### config.mk
export PLATFORM = sky130hd
export DESIGN_NAME = class_bus_arbiter
export DESIGN_NICKNAME = d
export VERILOG_FILES = /design/src/rtl/arb_pkg.sv /design/src/rtl/arb_class_pick.sv /design/src/rtl/arb_chain.sv /design/src/rtl/class_bus_arbiter.sv
export SDC_FILE = /design/constraint.sdc
export NUM_CORES = 1
export LEC_CHECK = 0
export BUFFER_PORTS_ARGS = -buffer_cell sky130_fd_sc_hd__buf_2
export CORE_ASPECT_RATIO = 0.7
export CORE_MARGIN = 1.5
export CORE_UTILIZATION = 44
export CTS_CLUSTER_SIZE = 10
export DETAILED_ROUTE_END_ITERATION = 12
export PLACE_DENSITY_LB_ADDON = 0.05
export SYNTH_ARGS = -nofsm -noshare
export SYNTH_HDL_FRONTEND = slang
export SYNTH_SLANG_ARGS = --single-unit
export TNS_END_PERCENT = 30
### constraint.sdc
create_clock -name clk_i -period 2.4 [get_ports clk_i]
set_clock_uncertainty 0.15 [all_clocks]
set_input_delay 0 -clock clk_i [delete_from_list [all_inputs] [get_ports clk_i]]
set_output_delay 0 -clock clk_i [all_outputs]
set_load 0.01 [all_outputs]
### src/rtl/arb_pkg.sv
`timescale 1ns/1ps
package arb_pkg;
  typedef enum logic {
    MODE_FIXED  = 1'b0,
    MODE_ROTATE = 1'b1
  } alloc_mode_e;
endpackage

### src/rtl/arb_class_pick.sv
`timescale 1ns/1ps
module arb_class_pick
  import arb_pkg::*;
#(
  parameter int N_CLS = 4,
  localparam int IDX_W = (N_CLS > 1) ? $clog2(N_CLS) : 1
) (
  input  logic [N_CLS-1:0] req_i,
  input  alloc_mode_e      mode_i,
  input  logic [IDX_W-1:0] last_i,
  output logic             any_o,
  output logic [IDX_W-1:0] win_o
);
  always_comb begin
    int idx;
    idx   = 0;
    any_o = 1'b0;
    win_o = '0;
    if (mode_i == MODE_FIXED) begin
      for (int c = 0; c < N_CLS; c++) begin
        if (req_i[c]) begin
          win_o = IDX_W'(c);
          any_o = 1'b1;
        end
      end
    end else begin
      for (int i = 1; i <= N_CLS; i++) begin
        idx = (int'(last_i) + i) % N_CLS;
        if (!any_o && req_i[idx]) begin
          win_o = IDX_W'(idx);
          any_o = 1'b1;
        end
      end
    end
  end
endmodule

### src/rtl/arb_chain.sv
`timescale 1ns/1ps
module arb_chain #(
  parameter int N_MST = 3
) (
  input  logic             gnt_i,
  input  logic [N_MST-1:0] req_i,
  output logic [N_MST-1:0] gnt_o,
  output logic             any_o
);
  logic [N_MST-1:0] tok;

  assign tok[0] = gnt_i;
  for (genvar k = 1; k < N_MST; k++) begin : g_cell
    // idle master hands the grant on
    assign tok[k] = tok[k-1] & ~req_i[k-1];
  end

  assign gnt_o = tok & req_i;
  assign any_o = |req_i;
endmodule

### src/rtl/class_bus_arbiter.sv
`timescale 1ns/1ps
module class_bus_arbiter
  import arb_pkg::*;
#(
  parameter int N_CLS = 4,
  parameter int N_MST = 3,
  localparam int IDX_W = (N_CLS > 1) ? $clog2(N_CLS) : 1,
  localparam int TOT   = N_CLS * N_MST
) (
  input  logic             clk_i,
  input  logic             rst_ni,
  input  logic             rotate_mode_i,
  input  logic [TOT-1:0]   mst_req_i,
  input  logic             bus_busy_i,
  output logic [N_CLS-1:0] cls_gnt_o,
  output logic [TOT-1:0]   mst_gnt_o,
  output logic             bus_clr_no
);
  alloc_mode_e      mode;
  logic [N_CLS-1:0] cls_req;
  logic [N_CLS-1:0] gnt_q;
  logic             owned_q, taken_q, clr_q;
  logic [IDX_W-1:0] owner_q, last_q;
  logic             pick_any;
  logic [IDX_W-1:0] pick_win;
  logic             higher_req;
  logic             free;

  assign mode = alloc_mode_e'(rotate_mode_i);

  for (genvar c = 0; c < N_CLS; c++) begin : g_cls
    arb_chain #(.N_MST(N_MST)) u_chain (
      .gnt_i (gnt_q[c]),
      .req_i (mst_req_i[c*N_MST +: N_MST]),
      .gnt_o (mst_gnt_o[c*N_MST +: N_MST]),
      .any_o (cls_req[c])
    );
  end

  arb_class_pick #(.N_CLS(N_CLS)) u_pick (
    .req_i  (cls_req),
    .mode_i (mode),
    .last_i (last_q),
    .any_o  (pick_any),
    .win_o  (pick_win)
  );

  always_comb begin
    higher_req = 1'b0;
    for (int c = 0; c < N_CLS; c++) begin
      if (c > int'(owner_q) && cls_req[c]) higher_req = 1'b1;
    end
  end

  // bus free: owner finished, or grant never taken and withdrawn
  assign free = !bus_busy_i && (!owned_q || taken_q || !cls_req[owner_q]);

  always_ff @(posedge clk_i or negedge rst_ni) begin
    if (!rst_ni) begin
      gnt_q   <= '0;
      owned_q <= 1'b0;
      taken_q <= 1'b0;
      clr_q   <= 1'b0;
      owner_q <= '0;
      last_q  <= IDX_W'(N_CLS - 1);
    end else if (free) begin
      clr_q   <= 1'b0;
      taken_q <= 1'b0;
      owned_q <= pick_any;
      if (pick_any) begin
        gnt_q   <= N_CLS'(1) << pick_win;
        owner_q <= pick_win;
        last_q  <= pick_win;
      end else begin
        gnt_q <= '0;
      end
    end else begin
      taken_q <= taken_q | (owned_q & bus_busy_i);
      clr_q   <= clr_q | (owned_q & (mode == MODE_FIXED) & higher_req);
    end
  end

  assign cls_gnt_o  = gnt_q;
  assign bus_clr_no = ~clr_q;

  assert_onehot_cls_R5: assert property (@(posedge clk_i) disable iff (!rst_ni)
    $onehot0(cls_gnt_o));

  assert_onehot_mst_R4: assert property (@(posedge clk_i) disable iff (!rst_ni)
    $onehot0(mst_gnt_o));

  assert_chain_delivers_R4: assert property (@(posedge clk_i) disable iff (!rst_ni)
    (|(cls_gnt_o & cls_req)) |-> (|mst_gnt_o));

  assert_busy_hold_R6: assert property (@(posedge clk_i) disable iff (!rst_ni)
    bus_busy_i |=> $stable(cls_gnt_o));

  assert_clr_fixed_only_R10: assert property (@(posedge clk_i) disable iff (!rst_ni)
    $fell(bus_clr_no) |-> !$past(rotate_mode_i));

  assert_clr_hold_R9: assert property (@(posedge clk_i) disable iff (!rst_ni)
    (!bus_clr_no && bus_busy_i) |=> !bus_clr_no);

  assert_clr_needs_owner_R9: assert property (@(posedge clk_i) disable iff (!rst_ni)
    !bus_clr_no |-> (|cls_gnt_o));
endmodule

==> Yosys cells after proc, flatten, opt, wreduce, memory -nomap -nowiden <==
Index checks and enable logic that the tools add are counted.
{ "totals": {"reg_bits": 11, "inputBits": 16, "out_inout_bits": 17, "word_cells": 114} }
{ "classes": {"n_addsub": 4, "magnitude_cmp": 8, "n_shift": 1, "n_mux": 40, "n_bitwise": 31, "reduce_logical": 24} }
{ "ops": {"columns": ["cell", "n"], "rows": [
  ["1-bit two-way mux", 27],
  ["3-bit by 4-bit less-than comparator with 1-bit output, second input constant", 4],
  ["2-bit two-way mux", 7],
  ["3-bit AND", 4],
  ["3-bit OR reduction", 4],
  ["1-bit AND", 11],
  ["1-bit binary-select mux with 2-bit select", 5],
  ["1-bit NOT", 10],
  ["2-bit OR reduction", 4],
  ["1-bit logical AND", 7],
  ["1-bit logical NOT", 6],
  ["2-bit by 1-bit adder with 2-bit output, second input constant", 2],
  ["2-bit adder, second input constant", 2],
  ["1-bit AND, first input constant", 4],
  ["2-bit greater-than comparator, first input constant", 2],
  ["4-bit two-way mux", 1],
  ["1-bit by 2-bit left shift with 4-bit output, first input constant", 1],
  ["2-bit by 3-bit less-than comparator with 1-bit output, second input constant", 1],
  ["1-bit by 2-bit greater-than comparator with 1-bit output, first input constant", 1],
  ["1-bit logical OR", 2],
  ["1-bit bitwise OR", 2],
  ["2-bit AND reduction", 1]
]} }

==> Longest topological paths before layout <==
Gate-level depths: netlist of the first run.
{ "depth": {"depth_word": 22, "mapped_depth": 7, "mapped_depth_nobuf": 5} }

==> Cells and area by module <==
Synthesis of the first run repeated with hierarchy kept, for this count alone.
{ "unflattened": {"cells_unflattened": 75, "area_unflattened_um2": 804.5} }
{ "by_module_without_submodules": {"columns": ["module", "n_inst", "cells_per_inst", "area_per_inst_um2", "seq_area_each_um2"], "rows": [
  ["class_bus_arbiter", 1, 41, 541.8, 277.8],
  ["arb_chain", 4, 4, 36.3, 0.0],
  ["arb_class_pick", 1, 18, 117.6, 0.0]
]} }

==> Worst setup path after synthesis of the first run <==
No wires, ideal clock.
{ "synth_path": {"path_type": "register -> register", "startpoint": "reg last_q[1]", "endpoint": "reg owner_q[1]", "setup_time_ns": 0.125, "arrival_time_ns": 2.014, "t_required_ns": 2.125, "path_slack_ns": 0.111, "path_stages_with_launch": 7, "synth_period_minus_slack_ns": 2.289, "path_cell_list": "dfstp_2 > or4b_1 > a2111oi_4 > o311ai_1 > and3_1 > buf_6 > mux2_4"} }
{ "synth_between": {"elab_chain_len": 19, "elab_cells_between_ends": 36} }
{ "synth_rtl": {"columns": ["item", "line_no", "rtl"], "rows": [
  ["start, declared", "class_bus_arbiter.sv:23", "logic [IDX_W-1:0] owner_q, last_q;"],
  ["start signal, assigned", "class_bus_arbiter.sv:65", "last_q <= IDX_W'(N_CLS - 1);"],
  ["start signal, assigned", "class_bus_arbiter.sv:73", "last_q <= pick_win;"],
  ["2-bit by 1-bit adder with 2-bit output", "arb_class_pick.sv:28", "idx = (int'(last_i) + i) % N_CLS;"],
  ["1-bit binary-select mux with 2-bit select", "arb_class_pick.sv:29", "if (!any_o && req_i[idx]) begin"],
  ["1-bit two-way mux (implied by the code) (2 in series)", "arb_class_pick.sv:29", null],
  ["1-bit two-way mux", "arb_class_pick.sv:29", null],
  ["1-bit two-way mux", "arb_class_pick.sv:19", "if (mode_i == MODE_FIXED) begin"],
  ["1-bit logical NOT", "arb_class_pick.sv:29", null],
  ["1-bit logical AND", "arb_class_pick.sv:29", null],
  ["1-bit two-way mux", "arb_class_pick.sv:29", null],
  ["(+2 left out)", null, null],
  ["1-bit logical AND", "arb_class_pick.sv:29", null],
  ["1-bit two-way mux", "arb_class_pick.sv:29", null],
  ["1-bit two-way mux", "arb_class_pick.sv:19", null],
  ["1-bit logical NOT", "arb_class_pick.sv:29", null],
  ["1-bit logical AND", "arb_class_pick.sv:29", null],
  ["1-bit two-way mux", "arb_class_pick.sv:29", null],
  ["1-bit two-way mux", "arb_class_pick.sv:19", null],
  ["2-bit AND reduction (no source line)", null, null],
  ["end signal, assigned", "class_bus_arbiter.sv:72", "owner_q <= pick_win;"],
  ["end, declared", "class_bus_arbiter.sv:23", null]
]} }
Parallel ways exist; a longest one is shown, timed or not. The select of a mux whose other input is x is not followed.
A chain may end at the register's enable or synchronous reset.

==> Worst setup path after layout of the first run <==
Same ends and word-level chain as after synthesis.

==> results of run 1 <==
## worst register-to-register path: stages, from the launching register on
cell	delay, ns
dfstp_2	0.56
or4b_4	0.48
a2111oi_4	0.29
o311ai_1	0.16
and3_4	0.23
mux2_4	0.30
## sequential cells by signal, summed over array words and instances, names as in the netlist
signal	flops
owned_q	1
taken_q	1
last_q	2
clr_q	1
owner_q	2
cls_gnt_o	4
## metal layers
layer / part of all wire / global-route usage / up-vias / routed length (microns)
li1: - / - / 475 / -
met1: 0.46 / 0.306 / 474 / 1140
met2: 0.46 / 0.309 / 51 / 1140
met3: 0.086 / 0.0648 / 0 / 215
met4: 0 / 0.00455 / 0 / 0
met5: 0 / 0 / - / 0
## power groups by stage
stage | registers (mW) | clock network [mW] | logic, mW
6_report | 0.369 | 0.129 | 0.549
5_1_grt | 0.385 | 0.142 | 0.604
4_1_cts | 0.368 | 0.132 | 0.538
3_5_place_dp | 0.371 | 0 | 0.529
3_3_place_gp | 0.368 | 0 | 0.522
2_1_floorplan | 0.339 | 0 | 0.452
## cell families after synthesis
group	count (synthesis)	synth area share
mux	5	0.0795
simple gates	45	0.288
flops	11	0.289
compound gates	29	0.239
buf+inv	14	0.104
## final cells by class
cell class	count	area [sq um]
fill	188	762
multi-input combinational	79	591
sequential	11	278
timing repair buffer	42	245
tap	22	27.5
clock buffer	4	26.3
inverter	6	22.5
## what timing repair did
| action | in CTS | in global routing |
|---|---|---|
| resized for setup | 1 | 2 |
| endpoints found under the hold margin | 13 | 0 |
| endpoints found under the setup margin | 1 | 3 |
| buffers inserted | 0 | 0 |
| hold buffers | 4 | 0 |
## worst min-delay path by stage
| stage | start | slack [ns] | to |
|---|---|---|---|
| 4_1_cts | rst_ni | 0.08 | last_q[0] |
| 2_1_floorplan | rst_ni | -0.45 | clr_q |
| 3_3_place_gp | rst_ni | -0.27 | owner_q[0] |
| 5_1_grt | rst_ni | 0.09 | last_q[0] |
| 3_5_place_dp | rst_ni | -0.27 | cls_gnt_o[0] |
| 6_report | rst_ni | 0.09 | last_q[0] |
## cells in the final DEF, fill, tap and decap left out, drive strengths merged, types with 2 or more instances in the layout
cell         instances
a21oi                5
a311o                2
a32o                 3
and2                 4
and3b                2
buf                 38
clkbuf               4
dfrtp                9
dfstp                2
dlygate4sd3          4
inv                  6
mux2                 2
mux2i                2
nand2                8
nor2                 9
nor3                 7
o21ai                7
o311ai               2
o31ai                2
or3                  5
or4b                 2
## stage by stage
stage / power [mW] / util
floorplan: 0.791 / -
global placement: 0.890 / 0.571
detailed placement: 0.901 / 0.571
CTS: 1.04 / 0.606
global route: 1.13 / 0.610
finish: 1.05 / 0.610
==> metrics.txt, run 1 <==
min Tclk post-route 2.28 ns; setup TNS 0 ns; Clk Latency, worst-skew pair 0.27 ns; status complete, no violations; arrival time worst endpoint between 2 and 2.5 ns; Syn Nets 120; # nets final 159; normalized max-slew margin 0.659; PortBufs 32; largest net degree at the start of global routing 10; worst reg-to-reg path cell count 5; asr flop ratio synth 1.00; most instantiated cells after synthesis dfrtp_1 (9), nand2_1 (8), nor2_1 (8); CP endpoint kind flip-flop; Synth Instances 104; Post-Syn Area between 900 and 1000 sq um; critical path cell sequence or4b_4, a2111oi_4, o311ai_1, and3_4, mux2_4; Avg WL per Cell 15.2 microns; placeable core area 1950 sq um; placed cells 156; DR iter-0 viols 41; type of the worst setup path flip-flop to flip-flop; final number of max-transition violations 0; reg-to-reg critical path startpoint last_q[1]; reg-to-reg endpoint owner_q[1]; Comb power frac 0.524; Setup crit end owner_q[1]; startpoint types flip-flop; CP max-delay cell dfstp_2; Pint around 0.6 mW; CTS tree yes; total track usage 0.207; # Max-Cap Violations 0; DR vias 1000; CTS Buffer Depth 2; IO Pins 33; number of CTS-inserted buffers 3; initial antenna violation count 0; Area contributors post-synth dfrtp_1 (23%), dfstp_2 (5.5%), a32o_1 (3.1%); Critical path origin last_q[1]; clock root cell clkbuf_4; worst hold slack 0.0858 ns; cell area after layout 1190 sq um; Worst Path Required around 2.4 ns; library cells used by synthesis between 40 and 50; htree depth 1; CP top delay family simple AND/OR/NAND/NOR gates; RSZ-0062 raised after global routing false; routability cong. 0.893; Inserted Diodes 0; Syn. warnings 0; Initial Util 0.492; post-synth top area share 0.235; die area 2470 sq um; # rows 13; # setup viols final 0; Area Growth Syn to Fin 24.0%; post-route DRC violation count 0; count leader, synth dfrtp_1; Final Hold Vio Count 0; worst slack, placed 0.00521 ns; total power per unit cell area 881 nW/um^2; global route total overflow 0; Die Y 42.1 microns; proportion of synthesized chip area in sequential cells 0.289; worst setup margin 0.119 ns; vias per cell 6.10; R2R Setup Slk 0.12 ns; slowest stage delay, CP roughly 0.56 ns; worst-margin pin slew 0.508 ns; Die Wd 58.8 microns; maximum vdd drop 0.587 mV; Layout Cells excl Fill around 160; fmax 438 MHz; Synth area leader dfrtp_1; Net Sw Frac 0.422; dpl hpwl 1900 microns; Syn Area/Cell 9.23 sq um; first-pass GRT wire length 3990 microns; #FFs+latches synth 11; Crit Path Max Fanout 6; Top FF cell, synth dfrtp_1; share of cells above drive strength 1 0.401; switching pwr 0.442 mW; Hold Path Class input pin to async pin; post-route ant nets 0; Sink Count 11; Levels on crit path 5; vias in the first global route between 800 and 900; Worst-path clk slew 0.07 ns; Final period util 0.950; Flop pwr share 0.352; number of flops mapped to enable cells by yosys 0; Leak Pwr 0.556 nW; clock share of power 0.123; Initial DRT Pass Iterations 4; area of placed instances 1110 sq um; CP bufs+invs 0; Routed WL 2500 microns
(Power assumes the default switching activity.)
==> run 2: changes to the inputs <==
Settings changed: CORE_ASPECT_RATIO 0.7 to not set, SKIP_CTS_REPAIR_TIMING set to 1.
==> metrics.txt, run 2 (synthesized netlist as in run 1, its figures left out) <==
total track usage 0.209; worst slack, placed -0.00789 ns; dpl hpwl roughly 1900 microns; worst hold slack -0.0217 ns; min Tclk post-route around 2.3 ns; placeable core area approximately 2000 sq um; max FFs per register 4; clock root cell clkbuf_4; post-route DRC violation count 0; Worst-path clk slew about 0.070 ns; Die Y 49.7 microns; Hold Path Class input pin to async pin; arrival time worst endpoint 2.31 ns; share of cells above drive strength 1 0.423; # setup viols final 0; vias per cell 5.86; type of the worst setup path flip-flop to flip-flop; maximum vdd drop 0.483 mV; Routed WL 2460 microns; Comb power frac 0.526; Clk Latency, worst-skew pair 0.27 ns; # nets final 159; CP endpoint kind flip-flop; first-pass GRT wire length 3910 microns; global route total overflow 0; IO Pins 33; Initial DRT Pass Iterations 4; Sink Count 11; RSZ-0062 raised after global routing false; largest net degree at the start of global routing 12; Net Sw Frac 0.417; most common cell after layout, fill and taps aside buf_2; final number of max-transition violations 0; startpoint types flip-flop; failing checks negative hold slack; Pint 0.612 mW; # rows 16; Crit Path Max Fanout 6; clock share of power 0.120; number of CTS-inserted buffers 3; CTS Buffer Depth 2; Final period util 0.959; Tot Pwr roughly 1.0 mW; # Max-Cap Violations 0; initial antenna violation count 0; Avg WL per Cell approximately 15 microns; Die Wd 49.7 microns; most frequent cells in the layout buf_2 (32), dfrtp_1 (9), nand2_1 (8), nor2_1 (8), buf_4 (8); Initial Util 0.479; vias in the first global route 903; Worst Path Required around 2.4 ns; htree depth 1; area of placed instances 1140 sq um; normalized max-slew margin 0.650; worst setup margin ~0.1 ns; worst-margin pin slew 0.525 ns; Leak Pwr 0.555 nW; switching pwr 0.437 mW; routability cong. 0.883; total power per unit cell area 875 nW/um^2; fmax 434 MHz; Flop pwr share 0.354; post-route ant nets 0; Final Hold Vio Count 9; cell area after layout 1200 sq um; Area Growth Syn to Fin 24.9%; CTS tree yes; DR iter-0 viols 28; PortBufs 32; die area approximately 2500 sq um; Core Util, Final 0.599; DR vias 990; status finished with violations; Inserted Diodes 0
==> run 2: cell types whose count changed in the layout (fill, tap and decap cells not counted), sizes merged <==
cell / before / now
buf: 38 / 40
dlygate4sd3: 4 / 2
==> run 2: area by class of cell <==
class | count | area (sq um)
fillers | 201 | 803
repair buffers | 42 | 240
clock buffers | 4 | 26.3
well taps | 27 | 33.8
flip-flops and latches | 11 | 278
multi-input cells | 79 | 598
inverters | 6 | 22.5
==> run 2: critical path, stage by stage (launching register included) <==
cell       delay [ns]
dfstp_2          0.57
or4b_4           0.48
a2111oi_4        0.31
o311ai_2         0.16
and3_4           0.23
mux2_4           0.30
==> run 2: power by group through the flow <==
| stage | logic (mW) | registers, mW | clock network (mW) |
|---|---|---|---|
| floorplan | 0.452 | 0.339 | 0 |
| global placement | 0.531 | 0.370 | 0 |
| detailed placement | 0.537 | 0.374 | 0 |
| CTS | 0.542 | 0.372 | 0.132 |
| global route | 0.607 | 0.389 | 0.141 |
| finish | 0.552 | 0.371 | 0.126 |
==> run 2: path summary, 6_finish.rpt <==
path | cells past startpoint | slack (ns) | start | end
setup / recovery | 5 | 0.1 | last_q[1] | owner_q[1]
hold / removal | 2 | -0.02 | rst_ni | owner_q[1]
setup reg to reg | 5 | 0.1 | last_q[1] | owner_q[1]
hold reg to reg | 2 | 0.36 | taken_q | taken_q
max in group asynchronous | 2 | 1.85 | rst_ni | last_q[1]
min in group clk_i | 4 | 0.08 | rotate_mode_i | clr_q
==> run 2: through the flow <==
stage          instances  setup TNS (ns)
3_5_place_dp         163        -0.00789
4_1_cts              167        -0.00832
5_1_grt              169               0
2_1_floorplan        104               0
3_3_place_gp         163               0
6_report             169               0
==> run 2: routing by layer <==
| metal | vias to the layer above | global-route usage | routed length, microns |
|---|---|---|---|
| li1 | 478 | - | - |
| met1 | 452 | 0.258 | 1060 |
| met3 | 9 | 0.0333 | 176 |
| met2 | 51 | 0.340 | 1130 |
| met4 | 0 | 0.130 | 89 |
| met5 | - | 0 | 0 |
==> run 3: changes to the inputs <==
Settings changed: CORE_MARGIN 1.5 to 5.
==> metrics.txt, run 3 (synthesized netlist as in run 1, its figures left out) <==
global route total overflow 0; Die Wd 56.7 microns; routability cong. 0.887; setup TNS 0 ns; startpoint types flip-flop; Inserted Diodes 0; most frequent cells in the layout buf_2 (32), dfrtp_1 (9), nand2_1 (8), nor2_1 (8); Routed WL 2470 microns; # Max-Cap Violations 0; largest net degree at the start of global routing 12; R2R Setup Slk 0.09 ns; Final period util 0.962; worst setup margin 0.0920 ns; Initial DRT Pass Iterations 4; initial antenna violation count 0; first-pass GRT wire length 4080 microns; Area Growth Syn to Fin 22.7%; post-route ant nets 0; final number of max-transition violations 0; slowest stage delay, CP a little under 0.6 ns; worst reg-to-reg path cell count 5; worst slack, placed -0.000548 ns; most common cell after layout, fill and taps aside buf_2; min Tclk post-route 2.31 ns; # setup viols final 0; Initial Util 0.447; CTS Buffer Depth 2; Die Y between 50 and 60 microns; post-route DRC violation count 0; htree depth 1; CP max-delay cell dfstp_2; failing checks negative hold slack; cell area after layout 1180 sq um; dpl hpwl around 2000 microns; # rows 17; total track usage 0.158; normalized max-slew margin 0.625; arrival time worst endpoint 2.31 ns; reg-to-reg critical path startpoint last_q[1]; reg-to-reg endpoint owner_q[1]; vias per cell slightly below 6; type of the worst setup path flip-flop to flip-flop; Final Hold Vio Count 9; Worst-path clk slew 0.07 ns; status finished with violations; RSZ-0062 raised after global routing false; CTS tree yes; Worst Path Required 2.41 ns; maximum vdd drop ~0.62 mV; critical path cell sequence or4b_4, a2111oi_4, o311ai_1, and3_4, mux2_4; DR vias 978; total power per unit cell area between 800 and 900 nW/um^2; Crit Path Max Fanout 6; max FFs per register 4; DR iter-0 viols 68; number of CTS-inserted buffers 3; share of cells above drive strength 1 0.407; # nets final about 160; Clk Latency, worst-skew pair about 0.27 ns; Hold Path Class input pin to async pin; die area about 3200 sq um; CP endpoint kind flip-flop; vias in the first global route between 800 and 900; Sink Count 11; placeable core area 2150 sq um; Avg WL per Cell 14.7 microns; area of placed instances 1120 sq um; worst hold slack -0.0314 ns; worst-margin pin slew between 0.5 and 0.6 ns; clock root cell clkbuf_4; Leak Pwr 0.547 nW; PortBufs 32; IO Pins 33; fmax 433 MHz
run 3: cell type report:
cell class / count / area [sq um]
Multi-Input combinational cell: 79 / 591
Fill cell: 209 / 971
Sequential cell: 11 / 278
Tap cell: 28 / 35.0
Inverter: 6 / 22.5
Clock buffer: 4 / 26.3
Timing Repair Buffer: 40 / 225
run 3: worst max-delay path: cells and delay by family (launching register included):
family / cells / cell delay (ns)
flops: 1 / 0.58
compound gates: 2 / 0.45
mux: 1 / 0.30
simple gates: 2 / 0.71
run 3: how the worst max path moves through the flow:
stage | startpoint | endpoint | slack [ns] | cells after the start
floorplan | last_q[1] | owner_q[1] | 0.11 | 6
global placement | last_q[1] | owner_q[1] | 0.02 | 5
detailed placement | last_q[1] | owner_q[1] | -0.0005 | 5
CTS | last_q[1] | owner_q[1] | -0.02 | 5
global route | last_q[1] | owner_q[1] | 0.007 | 5
finish | last_q[1] | owner_q[1] | 0.09 | 5
run 3: metrics by stage:
step | cells | power (mW) | util
2_1_floorplan | 104 | 0.791 | -
3_3_place_gp | 162 | 0.899 | 0.522
3_5_place_dp | 162 | 0.905 | 0.522
4_1_cts | 166 | 1.04 | 0.535
5_1_grt | 168 | 1.13 | 0.548
6_report | 168 | 1.04 | 0.548
run 3: metal layers:
| layer | GRT usage | up-vias | part of all wire |
|---|---|---|---|
| met3 | 0.0230 | 2 | 0.075 |
| met4 | 0.0610 | 0 | 0.0057 |
| li1 | - | 476 | - |
| met2 | 0.252 | 38 | 0.48 |
| met1 | 0.213 | 462 | 0.44 |
| met5 | 0 | - | 0 |
run 3: power by group:
part	switching, mW	total, mW	internal, mW
logic	0.279	0.540	0.261
registers	0.0938	0.372	0.279
clock network	0.0656	0.130	0.0644
total	0.438	1.04	0.604
